`src/rtl/pad_pkg.sv`:
```
package pad_pkg;
    localparam int NCLS = 3;
    localparam int SEL_W = 2;
    typedef enum logic [SEL_W-1:0] {
        SEL_POSTED = 2'd0,
        SEL_NONPOSTED = 2'd1,
        SEL_COMPL = 2'd2,
        SEL_CTRL = 2'd3
    } sel_e;
endpackage

```
`src/rtl/pad_age_check.sv`:
```
module pad_age_check #(
    parameter int TS_W  = 8,
    parameter int LIMIT = 50
) (
    input  logic            head_vld_i,
    input  logic [TS_W-1:0] head_ts_i,
    input  logic [TS_W-1:0] now_i,
    output logic            drop_o
);
    localparam logic [TS_W-1:0] LIM = TS_W'(LIMIT);

    logic [TS_W-1:0] age;

    always_comb begin
        age    = now_i - head_ts_i;
        drop_o = head_vld_i && (age > LIM);
    end

    always_comb begin
        assert_drop_needs_head_R2: assert (!drop_o || head_vld_i);
    end
endmodule

```
`src/rtl/pad_drop_ctr.sv`:
```
module pad_drop_ctr #(
    parameter int CNT_W = 8
) (
    input  logic             clk_i,
    input  logic             rst_ni,
    input  logic             inc_i,
    input  logic             clr_i,
    output logic [CNT_W-1:0] cnt_o,
    output logic             sat_o
);
    localparam logic [CNT_W-1:0] MAXV = {CNT_W{1'b1}};
    localparam logic [CNT_W-1:0] ONE  = CNT_W'(1);

    typedef struct packed {
        logic [CNT_W-1:0] cnt;
    } state_t;

    state_t state_d, state_q;

    always_comb begin
        state_d = state_q;
        if (clr_i) begin
            state_d.cnt = inc_i ? ONE : '0;
        end else if (inc_i && (state_q.cnt != MAXV)) begin
            state_d.cnt = state_q.cnt + ONE;
        end
    end

    always_ff @(posedge clk_i) begin
        if (!rst_ni) state_q <= '0;
        else         state_q <= state_d;
    end

    assign cnt_o = state_q.cnt;
    assign sat_o = (state_q.cnt == MAXV);

    assert_inc_step_R3: assert property (@(posedge clk_i) disable iff (!rst_ni)
        (inc_i && !clr_i && !sat_o) |=> (cnt_o == $past(cnt_o) + ONE));
    assert_sat_hold_R4: assert property (@(posedge clk_i) disable iff (!rst_ni)
        (sat_o && !clr_i) |=> sat_o);
    assert_rd_collide_R5: assert property (@(posedge clk_i) disable iff (!rst_ni)
        (clr_i && inc_i) |=> (cnt_o == ONE));
    assert_rd_clear_R5: assert property (@(posedge clk_i) disable iff (!rst_ni)
        (clr_i && !inc_i) |=> (cnt_o == '0));
endmodule

```
`src/rtl/pad_err_msg.sv`:
```
module pad_err_msg (
    input  logic clk_i,
    input  logic rst_ni,
    input  logic drop_i,
    input  logic en_i,
    input  logic silent_i,
    input  logic sat_i,
    input  logic ack_i,
    output logic req_o
);
    typedef struct packed {
        logic req;
    } state_t;

    state_t state_d, state_q;
    logic   set;

    always_comb begin
        set     = drop_i && en_i && !silent_i && !sat_i;
        state_d = state_q;
        if (set)                       state_d.req = 1'b1;
        else if (state_q.req && ack_i) state_d.req = 1'b0;
    end

    always_ff @(posedge clk_i) begin
        if (!rst_ni) state_q <= '0;
        else         state_q <= state_d;
    end

    assign req_o = state_q.req;

    assert_req_hold_R6: assert property (@(posedge clk_i) disable iff (!rst_ni)
        (req_o && !ack_i) |=> req_o);
    assert_silent_quiet_R8: assert property (@(posedge clk_i) disable iff (!rst_ni)
        (!req_o && silent_i) |=> !req_o);
    assert_sat_quiet_R9: assert property (@(posedge clk_i) disable iff (!rst_ni)
        (!req_o && sat_i) |=> !req_o);
    assert_disabled_quiet_R11: assert property (@(posedge clk_i) disable iff (!rst_ni)
        (!req_o && !en_i) |=> !req_o);
endmodule

```
`src/rtl/pkt_age_discard.sv`:
```
module pkt_age_discard #(
    parameter int TS_W  = 8,
    parameter int CNT_W = 8,
    parameter int LIMIT = 50
) (
    input  logic                          clk_i,
    input  logic                          rst_ni,
    input  logic                          tick_i,
    output logic [TS_W-1:0]               now_o,
    input  logic [pad_pkg::NCLS-1:0]      head_vld_i,
    input  logic [pad_pkg::NCLS*TS_W-1:0] head_ts_i,
    output logic [pad_pkg::NCLS-1:0]      drop_o,
    output logic                          msg_req_o,
    input  logic                          msg_ack_i,
    input  logic                          reg_rd_i,
    input  logic                          reg_wr_i,
    input  logic [pad_pkg::SEL_W-1:0]     reg_sel_i,
    input  logic [1:0]                    reg_wdata_i,
    output logic [CNT_W-1:0]              reg_rdata_o
);
    import pad_pkg::*;

    localparam logic [TS_W-1:0] TS_ONE = TS_W'(1);

    typedef struct packed {
        logic [TS_W-1:0]  now;
        logic             en;
        logic             silent;
        logic [CNT_W-1:0] rdata;
    } state_t;

    state_t state_d, state_q;

    logic [NCLS-1:0]            clr;
    logic [NCLS-1:0]            sat;
    logic [NCLS-1:0][CNT_W-1:0] cnt;

    for (genvar c = 0; c < NCLS; c++) begin : g_cls
        pad_age_check #(.TS_W(TS_W), .LIMIT(LIMIT)) i_age (
            .head_vld_i (head_vld_i[c]),
            .head_ts_i  (head_ts_i[c*TS_W +: TS_W]),
            .now_i      (state_q.now),
            .drop_o     (drop_o[c])
        );

        assign clr[c] = reg_rd_i && (reg_sel_i == SEL_W'(c));

        pad_drop_ctr #(.CNT_W(CNT_W)) i_ctr (
            .clk_i  (clk_i),
            .rst_ni (rst_ni),
            .inc_i  (drop_o[c]),
            .clr_i  (clr[c]),
            .cnt_o  (cnt[c]),
            .sat_o  (sat[c])
        );
    end

    pad_err_msg i_msg (
        .clk_i    (clk_i),
        .rst_ni   (rst_ni),
        .drop_i   (drop_o[SEL_POSTED]),
        .en_i     (state_q.en),
        .silent_i (state_q.silent),
        .sat_i    (sat[SEL_POSTED]),
        .ack_i    (msg_ack_i),
        .req_o    (msg_req_o)
    );

    always_comb begin
        state_d = state_q;
        if (tick_i) state_d.now = state_q.now + TS_ONE;
        if (reg_wr_i && (reg_sel_i == SEL_CTRL)) begin
            state_d.en     = reg_wdata_i[0];
            state_d.silent = reg_wdata_i[1];
        end
        if (reg_rd_i) begin
            case (reg_sel_i)
                SEL_POSTED:    state_d.rdata = cnt[SEL_POSTED];
                SEL_NONPOSTED: state_d.rdata = cnt[SEL_NONPOSTED];
                SEL_COMPL:     state_d.rdata = cnt[SEL_COMPL];
                default:       state_d.rdata = CNT_W'({state_q.silent, state_q.en});
            endcase
        end
    end

    always_ff @(posedge clk_i) begin
        if (!rst_ni) state_q <= '0;
        else         state_q <= state_d;
    end

    assign now_o       = state_q.now;
    assign reg_rdata_o = state_q.rdata;

    assert_tick_step_R1: assert property (@(posedge clk_i) disable iff (!rst_ni)
        tick_i |=> (now_o == $past(now_o) + TS_ONE));
    assert_tick_idle_R1: assert property (@(posedge clk_i) disable iff (!rst_ni)
        !tick_i |=> $stable(now_o));
    assert_ctrl_keep_R10: assert property (@(posedge clk_i) disable iff (!rst_ni)
        !(reg_wr_i && reg_sel_i == SEL_CTRL) |=> ($stable(state_q.en) && $stable(state_q.silent)));
endmodule

```
`config.mk`:
```
export PLATFORM = sky130hd
export DESIGN_NAME = pkt_age_discard
export DESIGN_NICKNAME = d
export VERILOG_FILES = /design/src/rtl/pad_pkg.sv /design/src/rtl/pad_age_check.sv /design/src/rtl/pad_drop_ctr.sv /design/src/rtl/pad_err_msg.sv /design/src/rtl/pkt_age_discard.sv
export SDC_FILE = /design/constraint.sdc
export NUM_CORES = 1
export LEC_CHECK = 0
export ABC_AREA = 1
export BUFFER_PORTS_ARGS = -buffer_cell sky130_fd_sc_hd__buf_2
export CAP_MARGIN = 20
export CORE_MARGIN = 2
export CORE_UTILIZATION = 35
export CTS_CLUSTER_DIAMETER = 80
export CTS_CLUSTER_SIZE = 14
export DETAILED_ROUTE_END_ITERATION = 8
export HOLD_SLACK_MARGIN = 0.03
export PLACE_DENSITY_LB_ADDON = 0.25
export SYNTH_ARGS = -nofsm -noshare
export SYNTH_HDL_FRONTEND = slang
export SYNTH_SLANG_ARGS = --single-unit
```
`constraint.sdc`:
```
create_clock -name clk_i -period 2.9 [get_ports clk_i]
set_input_delay 0.145 -clock clk_i [delete_from_list [all_inputs] [get_ports clk_i]]
set_output_delay 0.145 -clock clk_i [all_outputs]
set_load 0.005 [all_outputs]
```
Word level (Yosys, flattened, before mapping)
Index checks and enable logic that the tools add are counted.
{ "word_totals": {"regBits": 43, "output_inout_bits": 20, "word_cells": 58} }
{ "op_classes": {"order_cmp": 3, "reduce_logical": 21, "n_eq_ne": 7, "mux": 12, "n_addsub": 7} }
{ "op_table": {"columns": ["cell", "count"], "rows": [
  ["$mux 8", 6],
  ["$add 8x1->8 const B", 4],
  ["$gt 8x6->1 const B", 3],
  ["$ne 8x8->1 const B", 3],
  ["$pmux 8 s3", 1],
  ["$sub 8x8->8", 3],
  ["$logic_and 1x1->1", 14],
  ["$eq 8x8->1 const B", 1],
  ["$reduce_bool 2->1", 4],
  ["$mux 1", 5],
  ["$eq 2x2->1 const B", 2],
  ["$eq 2x1->1 const B", 1],
  ["$logic_not 1->1", 2],
  ["$logic_not 2->1", 1]
]} }

Longest topological paths before layout
Gate-level depths: netlist of run 1.
{ "depth": {"depth_word": 7, "depth_mapped": 17, "depth_no_buf": 17} }

Cells and area by module
From an unflattened synthesis of run 1, not the netlist that was laid out.
{ "unflattened": {"hier_cells": 655, "area_unflattened_um2": 4063.9} }
{ "modules_own_cells": {"columns": ["module", "instances", "area_per_inst_um2", "seq_area_each_um2", "cells_each"], "rows": [
  ["pad_drop_ctr", 3, 510.5, 160.2, 73],
  ["pad_age_check", 3, 476.7, 0.0, 90],
  ["pkt_age_discard", 1, 1047.3, 360.3, 157],
  ["pad_err_msg", 1, 55.1, 20.0, 9]
]} }

Least setup slack after synthesis of run 1
OpenSTA, ideal clock, no wires.
{ "synth_timing": {"path_type": "register -> register", "start": "register state_q (netlist bit now_o[0])", "end": "register g_cls[0].i_ctr.state_q (netlist bit g_cls[0].i_ctr.cnt_o[7])", "setup_slack_ps": 819, "t_required_ps": 2769, "t_arrival_ps": 1950, "stages_incl_launch_ff": 17, "n_path_buf": 0, "period_less_slack_ps": 2081, "setup_time_ps": 131, "path_cell_list": "dfxtp_1 > inv_1 > ha_1 > inv_1 > fa_1 > nand2_1 > nand3_1 > nand3_1 > nand2_1 > nand2_1 > nand2_1 > nor2_4 > nand2_4 > nand3_4 > nand2_4 > nand2_1 > a21oi_2"} }
{ "synth_via": {"elab_chain_len": 5} }
{ "synth_lines": {"columns": ["item", "line", "source"], "rows": [
  ["from (decl)", "pkt_age_discard.sv:32", "state_t state_d, state_q;"],
  ["from (signal assigned)", "pkt_age_discard.sv:88", "else state_q <= state_d;"],
  ["$sub 8x8->8", "pad_age_check.sv:15", "age = now_i - head_ts_i;"],
  ["$gt 8x6->1", "pad_age_check.sv:16", "drop_o = head_vld_i && (age > LIM);"],
  ["$logic_and 1x1->1", "pad_age_check.sv:16", null],
  ["$logic_and 1x1->1", "pad_drop_ctr.sv:24", "end else if (inc_i && (state_q.cnt != MAXV)) begin"],
  ["$reduce_bool 2->1 (no line)", null, null],
  ["to (signal assigned)", "pad_drop_ctr.sv:31", "else state_q <= state_d;"],
  ["to (decl)", "pad_drop_ctr.sv:18", "state_t state_d, state_q;"]
]} }
Every way passes these cells.
A chain may end at the register's enable or synchronous reset.

Worst setup path in the final report of run 1
{ "layout_timing": {"start": "register state_q (netlist bit now_o[0])", "end": "output port drop_o[1] (netlist bit)"} }
{ "layout_via": {"elab_chain_len": 3} }
{ "layout_lines": {"columns": ["item", "line", "source"], "rows": [
  ["$sub 8x8->8", "pad_age_check.sv:15", null],
  ["$gt 8x6->1", "pad_age_check.sv:16", null],
  ["$logic_and 1x1->1", "pad_age_check.sv:16", null],
  ["to (decl)", "pkt_age_discard.sv:12", "output logic [pad_pkg::NCLS-1:0] drop_o,"]
]} }
Every way passes these cells.

==> results of run 1 <==
## layout make-up
cell class	count	area (sq um)
inverters	109	409
clock inverters	2	12.5
multi-input cells	419	2290
fillers	1117	6090
well taps	136	170
clock buffers	6	72.6
repair buffers	56	280
flip-flops and latches	43	861
## critical path, cell delays in order (launching register included)
cell and delay, ps:
sky130_fd_sc_hd__dfxtp_1 340, sky130_fd_sc_hd__inv_1 180, sky130_fd_sc_hd__ha_1 180, sky130_fd_sc_hd__inv_1 70, sky130_fd_sc_hd__fa_1 380, sky130_fd_sc_hd__nand2_1 110
sky130_fd_sc_hd__nand3_2 90, sky130_fd_sc_hd__nand3_1 110, sky130_fd_sc_hd__nand2_1 60, sky130_fd_sc_hd__nand2_1 50, sky130_fd_sc_hd__nand2_1 40, sky130_fd_sc_hd__nor2_1 120
sky130_fd_sc_hd__nand2_2 110, sky130_fd_sc_hd__nand2_1 100, sky130_fd_sc_hd__inv_1 40, sky130_fd_sc_hd__buf_2 120
## power by group
part	internal, mW	total (mW)	switching [mW]
clock network	0.169	0.382	0.213
registers	0.605	0.623	0.0185
logic	0.114	0.297	0.183
total	0.888	1.30	0.415
## state kept, by name (all words and copies together) (netlist names)
register / flops
g_cls.i_ctr.cnt_o: 24
i_msg.req_o: 1
now_o: 8
reg_rdata_o: 8
state_q: 2
## cells by family after synthesis
logic type | Yosys count
AND/OR/NAND/NOR | 307
buffers and inverters | 116
flip-flops | 43
AO/OA/AOI/OAI | 70
XOR/XNOR | 13
adder cells (fa/ha/maj) | 29
## worst paths after layout
check                                              end  cells after the start  slack (ps)
setup / recovery                             drop_o[1]                     15         380
hold / removal                i_msg.req_o$_SDFFE_PN0P_                      4         100
setup reg to reg  g_cls[1].i_ctr.cnt_o[0]$_SDFFE_PN0P_                     16         550
hold reg to reg                state_q[8]$_SDFFE_PN0P_                      2         460
## through the flow
step	cells	setup slack, ps	hold WS (ps)	cell area [sq um]	util (%)
6_report	771	378	99.2	4100	40.2
3_3_place_gp	763	560	405	4010	39.4
5_1_grt	771	8.28	114	4100	40.2
3_5_place_dp	763	557	406	4010	39.4
2_1_floorplan	578	819	292	3610	-
4_1_cts	771	323	98.1	4100	40.2
## placed cells by master, fill, tap and decap left out, drive strengths merged, types with 2 or more instances in the layout
cell type / Yosys / final
a22oi: 2 / 2
o2111ai: 2 / 2
xnor2: 4 / 4
ha: 26 / 26
inv: 109 / 109
a21oi: 46 / 46
a21boi: 2 / 2
fa: 3 / 3
buf: 3 / 56
o21ai: 18 / 18
nor2: 45 / 45
xor2: 9 / 9
or2: 2 / 2
nand3b: 4 / 4
nor3: 8 / 8
dfxtp: 43 / 43
nand4: 3 / 3
clkbuf: 3 / 6
nand3: 69 / 69
nand2: 175 / 175
## per-layer routing
layer	vias up	GRT usage, %	routed length [microns]
li1	1941	-	-
met1	1619	20.4	4270
met2	43	27.9	4050
met3	4	2.72	217
met4	0	3.01	70
met5	-	0	0
==> flow_summary.json, run 1 <==
{
  "top_count_cell_post_synth": "sky130_fd_sc_hd__nand2_1",
  "crit_path_max_fanout": 6,
  "chipHeight_microns": 106,
  "grt_pass1_wl_microns": 14700,
  "vdd_ir_drop_max_mv": 0.166,
  "routed-via-count": 3607,
  "numCtsBuffers": 5,
  "ant_diodes": 0,
  "fp.dieArea_sq_um": 11100,
  "gp_routability_congestion": 0.879,
  "cts-resized-gates": 0,
  "number_of_enable_flip_flop_cells_after_synthesis": 0,
  "yosys_warnings": 0,
  "hpwl_microns": 6990,
  "hold_buffers": 0,
  "synth-compound-area-share_pct": 10.5,
  "syn-cell-area_sq_um": 3610,
  "muxShareOfSynthArea_pct": 0,
  "io_buffers": 56,
  "netlist_top_cells_count": "161 x sky130_fd_sc_hd__nand2_1, 107 x sky130_fd_sc_hd__inv_1, 61 x sky130_fd_sc_hd__nand3_1",
  "design.portCount": 57,
  "clk_latency_ps": 300,
  "yosysUniqueCellTypes": 33,
  "synth_adder_area_share_pct": 10.7,
  "initial_antenna_violation_count": 0,
  "worst_min_delay_path_class": "in2reg",
  "timing.critical_path.arrival_ps": 2380,
  "yosys.area_share.simple_pct": 39.1,
  "grt_start_max_net_pins": 24,
  "finalSetupViolCount": 0,
  "syn_area_per_cell_sq_um": 6.24,
  "final_wirelength_microns": 8600,
  "starting_density_pct": 35.4,
  "number_of_iterations_in_the_first_detailed_routing_pass": 4,
  "number_of_instances_in_the_synthesized_netlist": 578,
  "synth_top_cells_by_area": "sky130_fd_sc_hd__dfxtp_1 24%, sky130_fd_sc_hd__nand2_1 17%, sky130_fd_sc_hd__inv_1 11%",
  "synthXorXnorAreaFrac_pct": 3.16,
  "top_cell_type_s_share_of_synthesized_area_pct": 23.9,
  "drtAntennaViolNets": 0,
  "ys.flop_type": "sky130_fd_sc_hd__dfxtp_1",
  "crit-reg2reg-launch": "now_o[0]$_SDFFE_PN0P_",
  "timing.fmax_mhz": 396,
  "routed_via_density": 4.68,
  "design.core.area_sq_um": 10200,
  "crit_path_end_kind": "output pin",
  "finClkSkew_ps": 10.5,
  "floorplan.rows": 37,
  "status": "finished clean",
  "first_global_vias": 3406,
  "wl_per_cell_microns": 11.2,
  "drv.max_cap_violation_count": 0,
  "total_leakage_power_nw": 2.13,
  "track_usage_pct": 15.8,
  "max_slew.worst_pin.slew_ps": 831,
  "period_share_pct": 87.0,
  "power.density_cell_area_nw_per_um2": 318,
  "total_count_of_hold_check_failures_in_the_final_report": 0,
  "final.setup.tns_ps": 0,
  "path_class": "reg2out",
  "final_nets": 700,
  "synth_sequential_area_ratio_pct": 23.9,
  "synth_top_family_by_area": "simple AND/OR/NAND/NOR gates",
  "die_width_microns": 106,
  "cp_data_required_time_ps": 2760,
  "total_power_mw": 1.30,
  "cts.root.buffer_cell": "sky130_fd_sc_hd__clkbuf_8",
  "grt.overflow.total": 0,
  "synth.ff_latch_count": 43,
  "synth_top_area_cell": "sky130_fd_sc_hd__dfxtp_1",
  "fin_crit_ps": 2520,
  "finalMaxSlewViolations": 0,
  "synth-async-reset-ratio_pct": 0,
  "drive_gt1_share_pct": 15.1,
  "type_of_origin_of_the_critical_path": "flip-flop",
  "rsz_0062_raised_after_global_routing": "no",
  "cp-startpoint": "now_o[0]$_SDFFE_PN0P_",
  "clock_tree_from_tritoncts": "yes",
  "synthesis_to_layout_area_growth_pct": 13.6,
  "cts_max_path_buffers": 2,
  "drcViolationCount": 0,
  "postCtsSetupRepairBufs": 0,
  "worstHoldStart": "msg_ack_i",
  "max_slew_margin_pct": 44.6,
  "dr.first_iter.drc_count": 100,
  "h_tree_level_count": 2,
  "clkSinkCount": 43,
  "post_syn_nets": 644,
  "cts.reportedPaths.clkPinSlew_ps": 80
}
Note: power is estimated with default switching activity, not from simulation.
==> inputs of run 2 (changes only) <==
==> constraint.sdc (replaced) <==
create_clock -name clk_i -period 2.2 [get_ports clk_i]
set_input_delay 0.11 -clock clk_i [delete_from_list [all_inputs] [get_ports clk_i]]
set_output_delay 0.11 -clock clk_i [all_outputs]
set_load 0.005 [all_outputs]
==> flow_summary.json, run 2 (synthesized netlist as in run 1, its figures left out) <==
{
  "timing.critical_path.arrival_ps": 2080,
  "dpl-instance-area_sq_um": 4060,
  "drtAntennaViolNets": 0,
  "setup_slack_ps": 10.6,
  "design.core.area_sq_um": 10200,
  "ant_diodes": 0,
  "rsz_0062_raised_after_global_routing": "yes",
  "initial_antenna_violation_count": 0,
  "largest_register_ff_count": 24,
  "dp_cells": 769,
  "h_tree_level_count": 2,
  "clock_tree_from_tritoncts": "yes",
  "vdd_ir_drop_max_mv": 0.201,
  "max_stage_delay_ps": 360,
  "type_of_origin_of_the_critical_path": "flip-flop",
  "fin_crit_ps": 2190,
  "worst_min_delay_path_class": "in2reg",
  "cp_data_required_time_ps": 2090,
  "place_ws_ps": -41.8,
  "number_of_iterations_in_the_first_detailed_routing_pass": 4,
  "worstRegToRegCells": 17,
  "final_cell_area_excluding_filler_cells_sq_um": 4410,
  "drive_gt1_share_pct": 24.0,
  "total_count_of_hold_check_failures_in_the_final_report": 0,
  "crit_path_max_fanout": 4,
  "chipHeight_microns": 106,
  "routed_via_density": 4.79,
  "final.setup.tns_ps": 0,
  "grt_pass1_wl_microns": 15200,
  "routed-via-count": 3773,
  "timing.fmax_mhz": 457,
  "cts.reportedPaths.clkPinSlew_ps": 80,
  "leading_cell_type_in_the_layout_fill_and_taps_excluded": "sky130_fd_sc_hd__nand2_1",
  "layout.cells.non_filler": 787,
  "max_slew.worst_pin.slew_ps": 476,
  "drv.max_cap_violation_count": 0,
  "nFillCells": 1076,
  "count_of_cell_instances_traversed_by_the_critical_path": 14,
  "hpwl_microns": 7190,
  "final_nets": 716,
  "total_leakage_power_nw": 2.23,
  "commonest_cells_after_routing_fill_and_taps_aside": "153 x sky130_fd_sc_hd__nand2_1, 101 x sky130_fd_sc_hd__inv_1, 56 x sky130_fd_sc_hd__buf_2",
  "finalMaxSlewViolations": 0,
  "clk_latency_ps": 300,
  "status": "finished clean",
  "path_class": "reg2out",
  "clkSinkCount": 43,
  "track_usage_pct": 16.4,
  "crit_path_end_kind": "output pin",
  "hold_buffers": 0,
  "die_width_microns": 106,
  "max_slew_margin_pct": 68.2,
  "io_buffers": 56,
  "grt_start_max_net_pins": 15,
  "critical_path.n_buffers_inverters": 4,
  "dr.first_iter.drc_count": 120,
  "grt.overflow.total": 0,
  "finClkSkew_ps": 11.8,
  "cts_max_path_buffers": 2,
  "fp.dieArea_sq_um": 11100,
  "gp_routability_congestion": 0.871,
  "design.portCount": 57,
  "crit_chain": "clkinv_4, ha_4, inv_4, fa_2, nand2_4, nand3_4, nand3_2, nand2_2, a21oi_2, nand2_1, nand2_2, nand2_2, inv_2, buf_2",
  "finalSetupViolCount": 0,
  "final_wirelength_microns": 9220,
  "period_share_pct": 99.5,
  "synthesis_to_layout_area_growth_pct": 22.4,
  "critical_path.most_common_cell": "sky130_fd_sc_hd__nand2_2",
  "floorplan.rows": 37,
  "drcViolationCount": 0,
  "wl_per_cell_microns": 11.7,
  "path_delay_family": "simple AND/OR/NAND/NOR gates",
  "power.density_cell_area_nw_per_um2": 411,
  "starting_density_pct": 35.4,
  "hold_path_depth": 4,
  "first_global_vias": 3439,
  "worst_path_max_delay_cell": "sky130_fd_sc_hd__fa_2",
  "cts.root.buffer_cell": "sky130_fd_sc_hd__clkbuf_8",
  "numCtsBuffers": 5
}
run 2: cell count changes in the layout (fill, tap and decap cells not counted), sizes merged:
cell	previous run	this run
buf	56	71
clkinv	1	2
inv	109	108
nand3	69	70
run 2: worst reg2reg max path: stages, from the launching register on:
cell and delay (ps):
sky130_fd_sc_hd__dfxtp_2 340, sky130_fd_sc_hd__clkinv_4 80, sky130_fd_sc_hd__ha_4 140, sky130_fd_sc_hd__inv_4 40, sky130_fd_sc_hd__fa_2 360, sky130_fd_sc_hd__nand2_4 90, sky130_fd_sc_hd__nand3_4 80, sky130_fd_sc_hd__nand3_2 80
sky130_fd_sc_hd__nand2_2 50, sky130_fd_sc_hd__a21oi_2 110, sky130_fd_sc_hd__nand2_1 70, sky130_fd_sc_hd__nand2_2 90, sky130_fd_sc_hd__buf_4 120, sky130_fd_sc_hd__nand3_4 130, sky130_fd_sc_hd__nor2_1 120, sky130_fd_sc_hd__nand2_1 60
sky130_fd_sc_hd__nand2_1 50, sky130_fd_sc_hd__nor2_1 30
run 2: per-layer routing:
layer | global-route usage, % | wire length (microns)
met5 | 0 | 0
met4 | 3.57 | 90
met3 | 2.47 | 237
met2 | 28.6 | 4490
met1 | 21.4 | 4400
run 2: final cells by class:
type                            count  area (sq um)  share of cell area, %
Clock buffer                        6          72.6                   1.64
Clock inverter                      2          12.5                  0.284
Sequential cell                    43           870                   19.7
Multi-Input combinational cell    420          2480                   56.1
Inverter                          109           419                   9.50
Timing Repair Buffer               71           393                   8.90
Tap cell                          136           170                   3.86
run 2: timing repair:
action | 4_1_cts | 5_1_grt
endpoints found under the setup margin | 23 | 28
pin swaps | 11 | 14
setup buffers | 4 | 5
resized for setup | 22 | 37
gates cloned | 0 | 1
run 2: power by group:
part           internal [mW]  switching (mW)
Sequential             0.798          0.0249
Combinational          0.199           0.285
Clock                  0.222           0.283
run 2: path summary, 6_finish.rpt:
path	startpoint	endpoint	slack [ps]
min reg2reg	state_q[9]$_SDFFE_PN0P_	state_q[9]$_SDFFE_PN0P_	470
max reg2reg	now_o[0]$_SDFFE_PN0P_	g_cls[2].i_ctr.cnt_o[5]$_SDFFE_PN0P_	50
max	now_o[0]$_SDFFE_PN0P_	drop_o[2]	10
min	msg_ack_i	i_msg.req_o$_SDFFE_PN0P_	70
run 2: metrics by stage:
stage / hold WS (ps) / power (mW) / utilization (%)
2_1_floorplan: 257 / 1.12 / -
3_3_place_gp: 369 / 1.23 / 39.8
3_5_place_dp: 371 / 1.24 / 39.8
4_1_cts: 60.1 / 1.78 / 41.6
5_1_grt: 128 / 1.93 / 43.3
6_report: 71.3 / 1.81 / 43.3
==> inputs of run 3 (changes only) <==
--- a/config.mk
+++ b/config.mk
@@ -5,7 +5,7 @@
 export SDC_FILE = /design/constraint.sdc
 export NUM_CORES = 1
 export LEC_CHECK = 0
-export ABC_AREA = 1
+export ABC_CLOCK_PERIOD_IN_PS = 2200
 export BUFFER_PORTS_ARGS = -buffer_cell sky130_fd_sc_hd__buf_2
 export CAP_MARGIN = 20
 export CORE_MARGIN = 2
==> flow_summary.json, run 3 <==
{
  "chipHeight_microns": 103,
  "finalMaxSlewViolations": 0,
  "synth-async-reset-ratio_pct": 0,
  "floorplan.rows": 35,
  "fp.dieArea_sq_um": 10500,
  "cts.reportedPaths.clkPinSlew_ps": 90,
  "cts.root.buffer_cell": "sky130_fd_sc_hd__clkbuf_8",
  "drtAntennaViolNets": 0,
  "clk_latency_ps": 300,
  "first_global_vias": 3354,
  "h_tree_level_count": 2,
  "max_slew.worst_pin.slew_ps": 642,
  "total_power_mw": 1.99,
  "finalSetupViolCount": 28,
  "layout.area.seq_sq_um": 866,
  "design.portCount": 57,
  "routed-via-count": 3367,
  "synth_top_area_cell": "sky130_fd_sc_hd__dfxtp_1",
  "total_leakage_power_nw": 2.07,
  "path_class": "reg2reg",
  "hpwl_microns": 7200,
  "cp_data_required_time_ps": 2410,
  "final.setup.tns_ps": -9030,
  "die_width_microns": 103,
  "drcViolationCount": 0,
  "top_count_cell_post_synth": "sky130_fd_sc_hd__dfxtp_1",
  "syn_area_per_cell_sq_um": 8.22,
  "period_share_pct": 120,
  "io_buffers": 56,
  "initial_antenna_violation_count": 0,
  "track_usage_pct": 18.4,
  "wl_per_cell_microns": 14.3,
  "status": "finished, violations left",
  "largest_register_ff_count": 24,
  "worst_min_delay_path_class": "in2reg",
  "final.hold.worst_slack_ps": 60.7,
  "setup_slack_ps": -447,
  "crit_path_max_fanout": 4,
  "grt_start_max_net_pins": 28,
  "final_wirelength_microns": 9240,
  "commonest_cells_after_routing_fill_and_taps_aside": "55 x sky130_fd_sc_hd__buf_2, 46 x sky130_fd_sc_hd__buf_4, 41 x sky130_fd_sc_hd__dfxtp_1",
  "timing.critical_path.arrival_ps": 2850,
  "nFillCells": 878,
  "design.core.area_sq_um": 9330,
  "type_of_origin_of_the_critical_path": "flip-flop",
  "synth_top_cells_by_area": "sky130_fd_sc_hd__dfxtp_1 25%, sky130_fd_sc_hd__ha_1 9.6%, sky130_fd_sc_hd__mux2i_1 5.6%",
  "top_cell_type_s_share_of_synthesized_area_pct": 25.4,
  "finClkSkew_ps": 6.74,
  "grt.overflow.total": 0,
  "grt_pass1_wl_microns": 15600,
  "post_syn_nets": 479,
  "crit-reg2reg-launch": "now_o[0]$_SDFFE_PN0P_",
  "number_of_instances_in_the_synthesized_netlist": 413,
  "hold_buffers": 0,
  "netlist_top_cells_count": "43 x sky130_fd_sc_hd__dfxtp_1, 34 x sky130_fd_sc_hd__inv_1, 30 x sky130_fd_sc_hd__nand2_1",
  "yosys_warnings": 0,
  "drive_gt1_share_pct": 34.6,
  "synth_sequential_area_ratio_pct": 25.4,
  "worst_path_max_delay_cell": "sky130_fd_sc_hd__or4_4",
  "yosysUniqueCellTypes": 63,
  "worstHoldStart": "reg_wdata_i[1]",
  "vdd_ir_drop_max_mv": 0.207,
  "starting_density_pct": 36.4,
  "timing.reg2reg.setup_slack_ps": -450,
  "drv.max_cap_violation_count": 0,
  "clock_tree_from_tritoncts": "yes",
  "synthesis_to_layout_area_growth_pct": 37.1,
  "crit_path_end_kind": "flip-flop",
  "ys.flop_type": "sky130_fd_sc_hd__dfxtp_1",
  "cp-startpoint": "now_o[0]$_SDFFE_PN0P_",
  "number_of_enable_flip_flop_cells_after_synthesis": 0,
  "number_of_iterations_in_the_first_detailed_routing_pass": 4,
  "numCtsBuffers": 5,
  "routed_via_density": 5.20,
  "violated_checks": "setup timing",
  "fin_crit_ps": 2650,
  "power.density_cell_area_nw_per_um2": 428,
  "cts_max_path_buffers": 2,
  "synth.ff_latch_count": 43,
  "max_stage_delay_ps": 400,
  "final_nets": 583,
  "gp_routability_congestion": 0.858,
  "rsz_0062_raised_after_global_routing": "yes",
  "dr.first_iter.drc_count": 137,
  "timing.fmax_mhz": 378,
  "total_count_of_hold_check_failures_in_the_final_report": 0,
  "ant_diodes": 0,
  "leading_cell_type_in_the_layout_fill_and_taps_excluded": "sky130_fd_sc_hd__buf_2",
  "crit_chain": "inv_4, buf_6, ha_4, inv_2, fa_2, a211oi_2, o21bai_1, a21oi_1, xnor2_1, a311oi_2, buf_4, or4_4, o211a_1",
  "clkSinkCount": 43,
  "syn-cell-area_sq_um": 3400,
  "max_slew_margin_pct": 57.1,
  "multiInputGateArea_sq_um": 2590
}
[run 3: changes by cell type after synthesis, sizes merged, moves of 12 or more]
| cell | delta |
|---|---|
| a21oi | -28 |
| nand2b | +12 |
| mux2i | +19 |
| inv | -75 |
| nand2 | -145 |
| nor2 | -29 |
| nand3 | -52 |
[run 3: metrics by stage]
step	worst slack [ps]	util, %	std cells	area [sq um]
after floorplan	-276	-	413	3490
after global placement	-343	45.1	625	4200
after detailed placement	-385	45.1	625	4200
after CTS	-493	48.7	644	4540
after global routing	-580	49.9	647	4650
final	-447	49.9	647	4650
[run 3: worst max-delay path: cells and delay by family, from the launching register on]
| kind | cells | cell delay, ps |
|---|---|---|
| flip-flops | 1 | 360 |
| adder cells (fa/ha/maj) | 2 | 480 |
| buffers and inverters | 4 | 370 |
| AO/OA/AOI/OAI | 5 | 780 |
| XOR/XNOR | 1 | 160 |
| AND/OR/NAND/NOR | 1 | 400 |
[run 3: logic make-up after synthesis]
kind of cell,count (synthesis),share of synthesized area (%)
and+or+nand+nor,148,23.5
AOI/OAI and AO/OA,103,21.8
buffers and inverters,51,6.41
DFF,43,25.4
adders and majority gates,29,11.3
muxes,21,6.93
xor gates and xnor gates,18,4.64
[run 3: routing by layer]
| metal | global-route usage (%) | share of wire, % | up-vias |
|---|---|---|---|
| met2 | 32.1 | 48 | 62 |
| met4 | 4.00 | 1.1 | 0 |
| met5 | 0 | 0 | - |
| met3 | 2.24 | 3.6 | 9 |
| li1 | - | - | 1715 |
| met1 | 24.4 | 47 | 1581 |
[run 3: final timing paths]
kind,end,cells past startpoint
worst max-delay path,g_cls[1].i_ctr.cnt_o[6]$_SDFFE_PN0P_,13
worst min-delay path,state_q[8]$_SDFFE_PN0P_,3
worst max register to register,g_cls[1].i_ctr.cnt_o[6]$_SDFFE_PN0P_,13
worst min register to register,reg_rdata_o[7]$_SDFFE_PN0P_,1
[run 3: final cells by class]
type | count | area share, %
clock buffer | 6 | 2.02
clock inverter | 2 | 0.296
inverter | 35 | 2.90
multi-input combinational | 319 | 55.6
sequential | 43 | 18.6
tap | 129 | 3.47
timing repair buffer | 113 | 17.1
[run 3: repair_timing]
| item | 4_1_cts | 5_1_grt |
|---|---|---|
| gates resized for setup | 27 | 20 |
| pin swaps | 25 | 17 |
| setup endpoints to repair | 28 | 28 |
| cloned | 1 | 0 |
| setup buffers | 10 | 4 |
| endpoints found under the hold margin | 0 | 0 |
[run 3: power breakdown]
part           total, mW  switching, mW  internal [mW]  leakage (nW)
sequential         0.829         0.0283          0.801         0.350
clock              0.592          0.299          0.293        0.0563
combinational      0.572          0.276          0.296          1.66
